===== config.mk =====
export PLATFORM = sky130hd
export DESIGN_NAME = ushift_reg
export DESIGN_NICKNAME = d
export VERILOG_FILES = /design/src/rtl/ushift_pkg.sv /design/src/rtl/ushift_clr_sync.sv /design/src/rtl/ushift_next.sv /design/src/rtl/ushift_bus_ctl.sv /design/src/rtl/ushift_reg.sv
export SDC_FILE = /design/constraint.sdc
export NUM_CORES = 1
export LEC_CHECK = 0
export CORE_MARGIN = 4
export CORE_UTILIZATION = 41
export CTS_CLUSTER_DIAMETER = 60
export DETAILED_ROUTE_END_ITERATION = 12
export PLACE_DENSITY_LB_ADDON = 0.3
export SETUP_SLACK_MARGIN = 0.2
export SYNTH_ARGS = -nofsm -noshare
export SYNTH_HDL_FRONTEND = slang
export SYNTH_SLANG_ARGS = --single-unit

===== constraint.sdc =====
create_clock -name clk -period 1.35 [get_ports clk]
set_input_delay 0.27 -clock clk [delete_from_list [all_inputs] [get_ports clk]]
set_output_delay 0.27 -clock clk [all_outputs]
set_load 0.05 [all_outputs]

===== src/rtl/ushift_pkg.sv =====
package ushift_pkg;
  typedef enum logic [1:0] {
    MODE_HOLD = 2'b00,
    MODE_UP   = 2'b01,
    MODE_DOWN = 2'b10,
    MODE_CAPT = 2'b11
  } mode_e;
endpackage


===== src/rtl/ushift_clr_sync.sv =====
module ushift_clr_sync #(
  parameter int STAGES = 2
) (
  input  logic clk,
  input  logic clr_n,
  output logic clr_ok
);
  logic [STAGES-1:0] stg;

  // asynchronous assert, synchronous release
  always_ff @(posedge clk or negedge clr_n) begin
    if (!clr_n) stg <= '0;
    else        stg <= {stg[STAGES-2:0], 1'b1};
  end

  assign clr_ok = stg[STAGES-1];
endmodule


===== src/rtl/ushift_next.sv =====
module ushift_next
  import ushift_pkg::*;
#(
  parameter int WIDTH = 8
) (
  input  mode_e            mode,
  input  logic [WIDTH-1:0] q,
  input  logic             ser_r,
  input  logic             ser_l,
  input  logic [WIDTH-1:0] bus_in,
  output logic [WIDTH-1:0] nxt
);
  for (genvar i = 0; i < WIDTH; i++) begin : g_bit
    logic from_lo;
    logic from_hi;
    if (i == 0) begin : g_lo_edge
      assign from_lo = ser_r;
    end else begin : g_lo_mid
      assign from_lo = q[i-1];
    end
    if (i == WIDTH-1) begin : g_hi_edge
      assign from_hi = ser_l;
    end else begin : g_hi_mid
      assign from_hi = q[i+1];
    end
    always_comb begin
      case (mode)
        MODE_UP:   nxt[i] = from_lo;
        MODE_DOWN: nxt[i] = from_hi;
        MODE_CAPT: nxt[i] = bus_in[i];
        default:   nxt[i] = q[i];
      endcase
    end
  end
endmodule


===== src/rtl/ushift_bus_ctl.sv =====
module ushift_bus_ctl
  import ushift_pkg::*;
(
  input  mode_e mode,
  input  logic  oe1_n,
  input  logic  oe2_n,
  output logic  bus_oe
);
  // capture releases the lines no matter what the enables ask for
  assign bus_oe = !oe1_n && !oe2_n && (mode != MODE_CAPT);
endmodule


===== src/rtl/ushift_reg.sv =====
module ushift_reg
  import ushift_pkg::*;
#(
  parameter int WIDTH       = 8,
  parameter int SYNC_STAGES = 2
) (
  input  logic             clk,
  input  logic             rst,
  input  logic             clr_n,
  input  logic [1:0]       sel,
  input  logic             oe1_n,
  input  logic             oe2_n,
  input  logic             ser_r,
  input  logic             ser_l,
  input  logic [WIDTH-1:0] bus_in,
  output logic [WIDTH-1:0] bus_out,
  output logic             bus_oe,
  output logic             first_q,
  output logic             last_q
);
  mode_e            mode;
  logic             clr_ok;
  logic [WIDTH-1:0] q;
  logic [WIDTH-1:0] nxt;

  assign mode = mode_e'(sel);

  ushift_clr_sync #(.STAGES(SYNC_STAGES)) u_sync (
    .clk    (clk),
    .clr_n  (clr_n),
    .clr_ok (clr_ok)
  );

  ushift_next #(.WIDTH(WIDTH)) u_next (
    .mode   (mode),
    .q      (q),
    .ser_r  (ser_r),
    .ser_l  (ser_l),
    .bus_in (bus_in),
    .nxt    (nxt)
  );

  ushift_bus_ctl u_bus (
    .mode   (mode),
    .oe1_n  (oe1_n),
    .oe2_n  (oe2_n),
    .bus_oe (bus_oe)
  );

  always_ff @(posedge clk or negedge clr_n) begin
    if (!clr_n)              q <= '0;
    else if (rst || !clr_ok) q <= '0;
    else                     q <= nxt;
  end

  assign bus_out = q;
  assign first_q = q[0];
  assign last_q  = q[WIDTH-1];
endmodule


After elaboration in Yosys (flattened, before gate mapping):

Cells that the tools add are included.

* flip-flop bits (word level): 10
* output and inout port bits: 11
* word-level logic and storage cells: 22

* eq/ne operators: 4
* multiplexer cells: 9
* reductions and logical operators: 7

Operators with widths (count)
* $pmux W1 S3: 8
* $mux W8: 1
* $eq A2 B2 Y1 const B: 2
* $reduce_bool A4 Y1: 1
* $logic_not A1 Y1: 3
* $eq A2 B1 Y1 const B: 1
* $logic_and A1 B1 Y1: 2
* $ne A2 B2 Y1 const B: 1
* $logic_or A1 B1 Y1: 1

Logic depth before layout (Yosys ltp):

Gate-level depths: netlist (run 1).

* word-level depth: 3
* mapped depth: 5
* mapped depth without buffers: 3

By module:

From an unflattened synthesis (run 1), not the netlist that was laid out.

* cell total of the unflattened synthesis: 32
* area, all modules: 554.3 um2

By module, submodules not included
* ushift_reg: instances 1, cells an instance 18, area an instance 285.3 um2, seq. area each 200.2 um2
* ushift_next: instances 1, cells an instance 10, area an instance 202.7 um2, seq. area each 0.0 um2
* ushift_clr_sync: instances 1, cells an instance 3, area an instance 53.8 um2, seq. area each 50.0 um2
* ushift_bus_ctl: instances 1, cells an instance 1, area an instance 12.5 um2, seq. area each 0.0 um2

Least setup slack after synthesis (run 1):

Ideal clock, no wire load.

* path kind: input to output
* start: input port sel[1]
* end: output port bus_oe
* arrival time: 1.817 ns
* data required time: 1.080 ns
* slack: -0.737 ns
* cell stages on the path: 3
* cell sequence: buf_2 > buf_4 > a211oi_1

* longest elaborated chain between the ends: 2

Ends and longest elaborated chain
* start: declaration: line ushift_reg.sv:10 `input logic [1:0] sel,`
* $ne A2 B2 Y1: line ushift_bus_ctl.sv:10 `assign bus_oe = !oe1_n && !oe2_n && (mode != MODE_CAPT);`
* $logic_and A1 B1 Y1: line ushift_bus_ctl.sv:10
* end: declaration: line ushift_reg.sv:17 `output logic bus_oe,`

No other way between the ends.

Worst setup path after layout (run 1):

* start: register q[0] (netlist: bus_out[0])
* end: output port first_q

RTL lines
* start: declaration: line ushift_reg.sv:23 `logic [WIDTH-1:0] q;`
* start signal: assignment: line ushift_reg.sv:53 `else q <= nxt;`
* end: declaration: line ushift_reg.sv:18 `output logic first_q,`

No word-level cell between the ends.

==> flow_summary_export.csv, run 1 <==
group,metric,value,unit
run_status,outcome,"finished clean",
die,start_util,0.4343,
placed_design,hpwl,1.161,mm
synth,ys_warn_count,0,
placed_design,place_congestion,0.7360,
global_routing,antenna_found_initial,0,
die,die_y,44.89,microns
clock_tree,clock_path_buffers,2,
power,power,0.8573,mW
cells_and_area,nNetsFinal,111,
detailed_routing,wire_per_inst,15.67,microns
clock_tree,clk_latency,0.26,ns
flow_run,cap_violations,0,
setup_path,rr_startpoint,"bus_out[4]$_DFFE_PN0P_",
cells_and_area,fin_cells,108,
detailed_routing,drc_errors,0,
sta,drv_slew,0,
synth,synth.cell_area,558.0,sq um
die,ioPinCount,28,
setup_path,cp-start-kind,"flop",
clock_tree,cts_tree,"yes",
setup_path,cpPeakStageDelay,0.45,ns
setup_path,critPathMaxFanout,3,
detailed_routing,vias,591,
placed_design,dp_cells,97,
sta,layout_setup_ws,0.2025,ns
detailed_routing,drt_pass1_iterations,4,
clock_tree,numCtsBuffers,3,
global_routing,grt_max_degree,11,
power,ir_drop,673.9,uV
synth,synthCells,53,
clock_tree,clk_pin_slew,0.07,ns
cells_and_area,layout-drive-gt1-share,0.4624,
setup_path,path_cells,"buf_12",
setup_path,critPathRequiredTime,1.08,ns
synth,synth_top_area_cell,"dfrtp_1",
synth,synth_cell_types,13,
synth,syn-num-nets,70,
die,fp.dieW,44.89,microns
global_routing,grt_use_total,0.1794,
detailed_routing,ant_nets,0,
setup_path,arrival,0.88,ns
hold_path,hp-class,"in2async",
clock_tree,clock-sinks,10,
synth,yosys-top-cells-area,"dfrtp_1 45%, mux2i_1 14%, a22o_1 13%, a21oi_1 7.2%, nor2_1 6.1%",
power,powerDensity,792.1,nW/um^2
sta,timing.setup.tns,0,ns
synth,syn_area_per_cell,10.53,sq um
global_routing,first_global_vias,549,
sta,hold_viol_final,0,
setup_path,path_buf_inv,1,
setup_path,cp-end-kind,"output port",
setup_path,rr_worst_depth,4,
global_routing,grt_overflow,0,
global_routing,grt_pass1_wl,2.566,mm
cells_and_area,antennaDiodeCount,0,
sta,min_period_over_period,0.8500,
cells_and_area,syn_to_final_growth,93.95,%
setup_path,r2r_slack,0.25,ns
detailed_routing,drtIter0Drc,19,
sta,finalClockSkew,0.001535,ns
clock_tree,cts.htree.levels,1,
die,core_area,1285,sq um
setup_path,r2r-end,"bus_out[3]$_DFFE_PN0P_",
setup_path,crit_family,"flip-flops",
placed_design,place_ws,-0.2961,ns
detailed_routing,drt-total-wl,1.692,mm
setup_path,crit_type,"reg2out",
clock_tree,cts-root-buf,"clkbuf_4",
power,p_leak,0.5075,nW
setup_path,cp_slowest_cell,"dfrtp_2",
die,rows,13,
synth,ys_ff_latch,10,
clock_tree,hold_buffers,0,
sta,period_needed,1.148,ns
sta,setup_violations,0,
synth,synth.top_cell.area_share,0.4484,
detailed_routing,via_per_inst,5.472,
synth,ys_seq_area_frac,0.4484,
sta,rsz0062_at_grt,"true",
placed_design,port_buffers,27,
die,die_area,2015,sq um
sta,hold-worst-slack,0.3299,ns
sta,fmax,0.8714,GHz
-- synth_stat cells --
library cell / number
a22o_1: 8
conb_1: 1
buf_6: 1
dfrtp_1: 10
nand2b_1: 1
nor3_4: 1
buf_2: 1
a211oi_1: 1
a21oi_1: 8
nor2_1: 9
mux2i_1: 8
buf_4: 3
nor2_4: 1
-- cells by family after synthesis --
kind of cell    count (synthesis)  synth area share
compound gates                 17            0.2108
buf+inv                         5           0.06949
flops                          10            0.4484
mux                             8            0.1435
other cells                     1          0.006720
simple gates                   12            0.1211
-- state kept, by name, indices dropped and copies added, names as in the netlist --
| signal | count |
|---|---|
| u_sync.stg | 2 |
| bus_out | 8 |
-- worst max-delay path by stage --
stage / startpoint / end / slack, ns / cells after the start
2_1_floorplan: sel[1] / bus_oe / 0.05 / 3
3_3_place_gp: sel[0] / bus_out[5]$_DFFE_PN0P_ / -0.25 / 5
3_5_place_dp: sel[0] / bus_out[2]$_DFFE_PN0P_ / -0.30 / 5
4_1_cts: oe1_n / bus_oe / 0.18 / 3
5_1_grt: bus_out[7]$_DFFE_PN0P_ / last_q / 0.16 / 1
6_report: bus_out[0]$_DFFE_PN0P_ / first_q / 0.20 / 1
-- cells in the final DEF (no fill, tap or decap), drive strengths merged --
master | netlist | layout
dlymetal6s2s | 0 | 1
a211oi | 1 | 1
a22o | 8 | 8
nor2 | 10 | 10
dfrtp | 10 | 10
conb | 1 | 1
clkdlybuf4s15 | 0 | 1
a21oi | 8 | 8
clkdlybuf4s50 | 0 | 11
nor3 | 1 | 1
mux2i | 8 | 8
nand2b | 1 | 1
clkbuf | 0 | 5
buf | 5 | 27
-- per-stage QoR --
stage,utilization,area (sq um)
floorplan,-,595.6
global placement,0.7673,985.9
detailed placement,0.7673,985.9
CTS,0.8121,1044
global route,0.8423,1082
finish,0.8423,1082
-- final cells by class --
class	instances	area [sq um]
timing repair buffer	41	479.2
multi-input combinational	38	289.0
sequential	10	259.0
fill	72	202.7
clock buffer	4	36.28
tap	15	18.77
-- per-layer routing --
metal	global-route usage	vias to the layer above	wire length (microns)
li1	-	269	-
met1	0.2261	283	678
met2	0.2980	35	867
met3	0.03984	4	129
met4	0.07018	0	17
met5	0	-	0
-- power breakdown --
group          internal (mW)  leakage (nW)  switching [mW]
clock                  0.164        0.0210           0.103
sequential             0.313         0.122          0.0165
combinational          0.139         0.365           0.122
-- worst reg2reg max path, stage by stage (launching register included) --
cell and delay [ns]:
dfrtp_2 0.43, buf_4 0.15, mux2i_1 0.12, a21oi_1 0.09
a22o_1 0.20
-- what timing repair did --
action	CTS	global route
setup endpoints to repair	17	18
cloned	0	0
resized for setup	15	9
pin swaps	3	5
buffers inserted	2	5
Note: power is estimated with default switching activity, not from simulation.
==> inputs of run 2 (changes only) <==
--- a/config.mk
+++ b/config.mk
@@ -11,6 +11,7 @@
 export DETAILED_ROUTE_END_ITERATION = 12
 export PLACE_DENSITY_LB_ADDON = 0.3
 export SETUP_SLACK_MARGIN = 0.2
+export SLEW_MARGIN = 20
 export SYNTH_ARGS = -nofsm -noshare
 export SYNTH_HDL_FRONTEND = slang
 export SYNTH_SLANG_ARGS = --single-unit
==> constraint.sdc (replaced) <==
create_clock -name clk -period 1.5 [get_ports clk]
set_input_delay 0.3 -clock clk [delete_from_list [all_inputs] [get_ports clk]]
set_output_delay 0.3 -clock clk [all_outputs]
set_load 0.05 [all_outputs]
==> flow_summary_export.csv, run 2 (synthesis results as in run 1) <==
group,metric,value,unit
power,clock_power_share,0.318,
clock_tree,clock_path_buffers,2,
setup_path,path_cells,"buf_2, buf_6, a211oi_4, buf_12",
clock_tree,hold_buffers,0,
clock_tree,clk_latency,0.27,ns
detailed_routing,drt_pass1_iterations,3,
placed_design,placed_area,1003,sq um
hold_path,hp-class,"in2async",
global_routing,grt_pass1_wl,2.477,mm
power,ir_drop,668.5,uV
cells_and_area,layout-drive-gt1-share,0.3295,
setup_path,arrival,0.96,ns
setup_path,cp-start-kind,"input port",
detailed_routing,drtIter0Drc,6,
setup_path,critPathRequiredTime,1.20,ns
setup_path,cp_slowest_cell,"a211oi_4",
die,fp.dieW,44.89,microns
global_routing,grt_overflow,0,
setup_path,cp_num_cells,4,
setup_path,rr_worst_depth,4,
power,swShare,0.2839,
global_routing,grt_use_total,0.1681,
placed_design,hpwl,1.221,mm
power,sequentialPowerShare,0.386,
die,start_util,0.4343,
detailed_routing,drc_errors,0,
sta,setup_violations,0,
sta,rsz0062_at_grt,"false",
setup_path,r2r-end,"bus_out[4]$_DFFE_PN0P_",
die,die_y,44.89,microns
cells_and_area,syn_to_final_growth,87.44,%
global_routing,first_global_vias,557,
sta,fmax,0.7956,GHz
detailed_routing,via_per_inst,5.223,
sta,min_period_over_period,0.8380,
setup_path,startpoint,"sel[0]",
global_routing,antenna_found_initial,0,
setup_path,cpPeakStageDelay,0.26,ns
setup_path,crit_family,"buffers and inverters",
clock_tree,numCtsBuffers,3,
sta,finalClockSkew,0.0007588,ns
clock_tree,cts-root-buf,"clkbuf_4",
detailed_routing,vias,538,
cells_and_area,largest_register_ffs,8,
clock_tree,cts.htree.levels,1,
placed_design,place_congestion,0.7577,
power,power,0.7682,mW
die,die_area,2015,sq um
cells_and_area,n_fill_cell,77,
placed_design,port_buffers,27,
detailed_routing,ant_nets,0,
detailed_routing,wire_per_inst,14.52,microns
power,power.internal,0.5501,mW
cells_and_area,nNetsFinal,106,
die,rows,13,
clock_tree,clk_pin_slew,0.07,ns
sta,period_needed,1.257,ns
global_routing,grt_max_degree,11,
flow_run,cap_violations,0,
cells_and_area,antennaDiodeCount,0,
setup_path,critPathMaxFanout,2,
power,combPwrFrac,0.296,
detailed_routing,drt-total-wl,1.496,mm
setup_path,path_buf_inv,3,
setup_path,rr_startpoint,"u_sync.stg[1]$_DFF_PN0_",
sta,hold_viol_final,0,
run_status,outcome,"finished clean",
setup_path,cp-end-kind,"output port",
die,core_area,1285,sq um
power,switchingPower,0.2181,mW
cells_and_area,stdcell_area,1046,sq um
clock_tree,clock-sinks,10,
sta,drv_slew,0,
clock_tree,cts_tree,"yes",
setup_path,r2r_slack,0.46,ns
cells_and_area,layout_common_cells,"12 x clkdlybuf4s50_1, 12 x buf_12, 10 x dfrtp_1, 9 x nor2_1",
setup_path,crit_type,"in2out",
power,p_leak,0.4818,nW
die,ioPinCount,28,
power,powerDensity,734.5,nW/um^2
-- run 2: per-layer routing --
layer	up-vias	global-route usage	share of wire
met3	3	0.02390	0.064
met5	-	0	0
li1	260	-	-
met1	258	0.1919	0.38
met4	0	0.05263	0.015
met2	17	0.3181	0.54
-- run 2: what timing repair did --
action                     CTS  global route
resized for setup           10             1
setup buffers                1             0
pin swaps                    1             1
setup endpoints to repair    4             1
-- run 2: worst register-to-register path: stages (launching register included) --
cell and delay [ns]:
dfrtp_1 0.37, nand2b_1 0.13, nor3_4 0.05, buf_4 0.15, a22o_1 0.23
-- run 2: stage by stage --
step	TNS [ns]	hold slack (ns)	instances	util	setup WS, ns
2_1_floorplan	0	0.004409	53	-	0.1383
3_3_place_gp	-0.6051	0.3338	98	0.7809	-0.1266
3_5_place_dp	-0.7688	0.3551	98	0.7809	-0.1401
4_1_cts	0	0.3481	103	0.8130	0.2162
5_1_grt	0	0.3677	103	0.8140	0.2146
6_report	0	0.3380	103	0.8140	0.2430
-- run 2: how the worst max path moves through the flow --
stage,endpoint,slack [ns]
floorplan,bus_oe,0.14
global placement,bus_oe,-0.13
detailed placement,bus_oe,-0.14
CTS,bus_oe,0.22
global route,bus_out[0],0.21
finish,bus_oe,0.24
-- run 2: cell type report --
type | instances | area, sq um | area share
clock buffer | 4 | 36.28 | 0.03469
timing repair buffer | 36 | 459.2 | 0.4390
tap | 15 | 18.77 | 0.01794
multi-input combinational | 38 | 281.5 | 0.2691
sequential | 10 | 250.2 | 0.2392
-- run 2: power groups by stage --
stage / registers (mW) / logic (mW) / clock network (mW)
final: 0.296 / 0.227 / 0.245
after global routing: 0.298 / 0.241 / 0.256
after detailed placement: 0.302 / 0.228 / 0
after CTS: 0.296 / 0.229 / 0.251
after floorplan: 0.322 / 0.0862 / 0
after global placement: 0.300 / 0.223 / 0
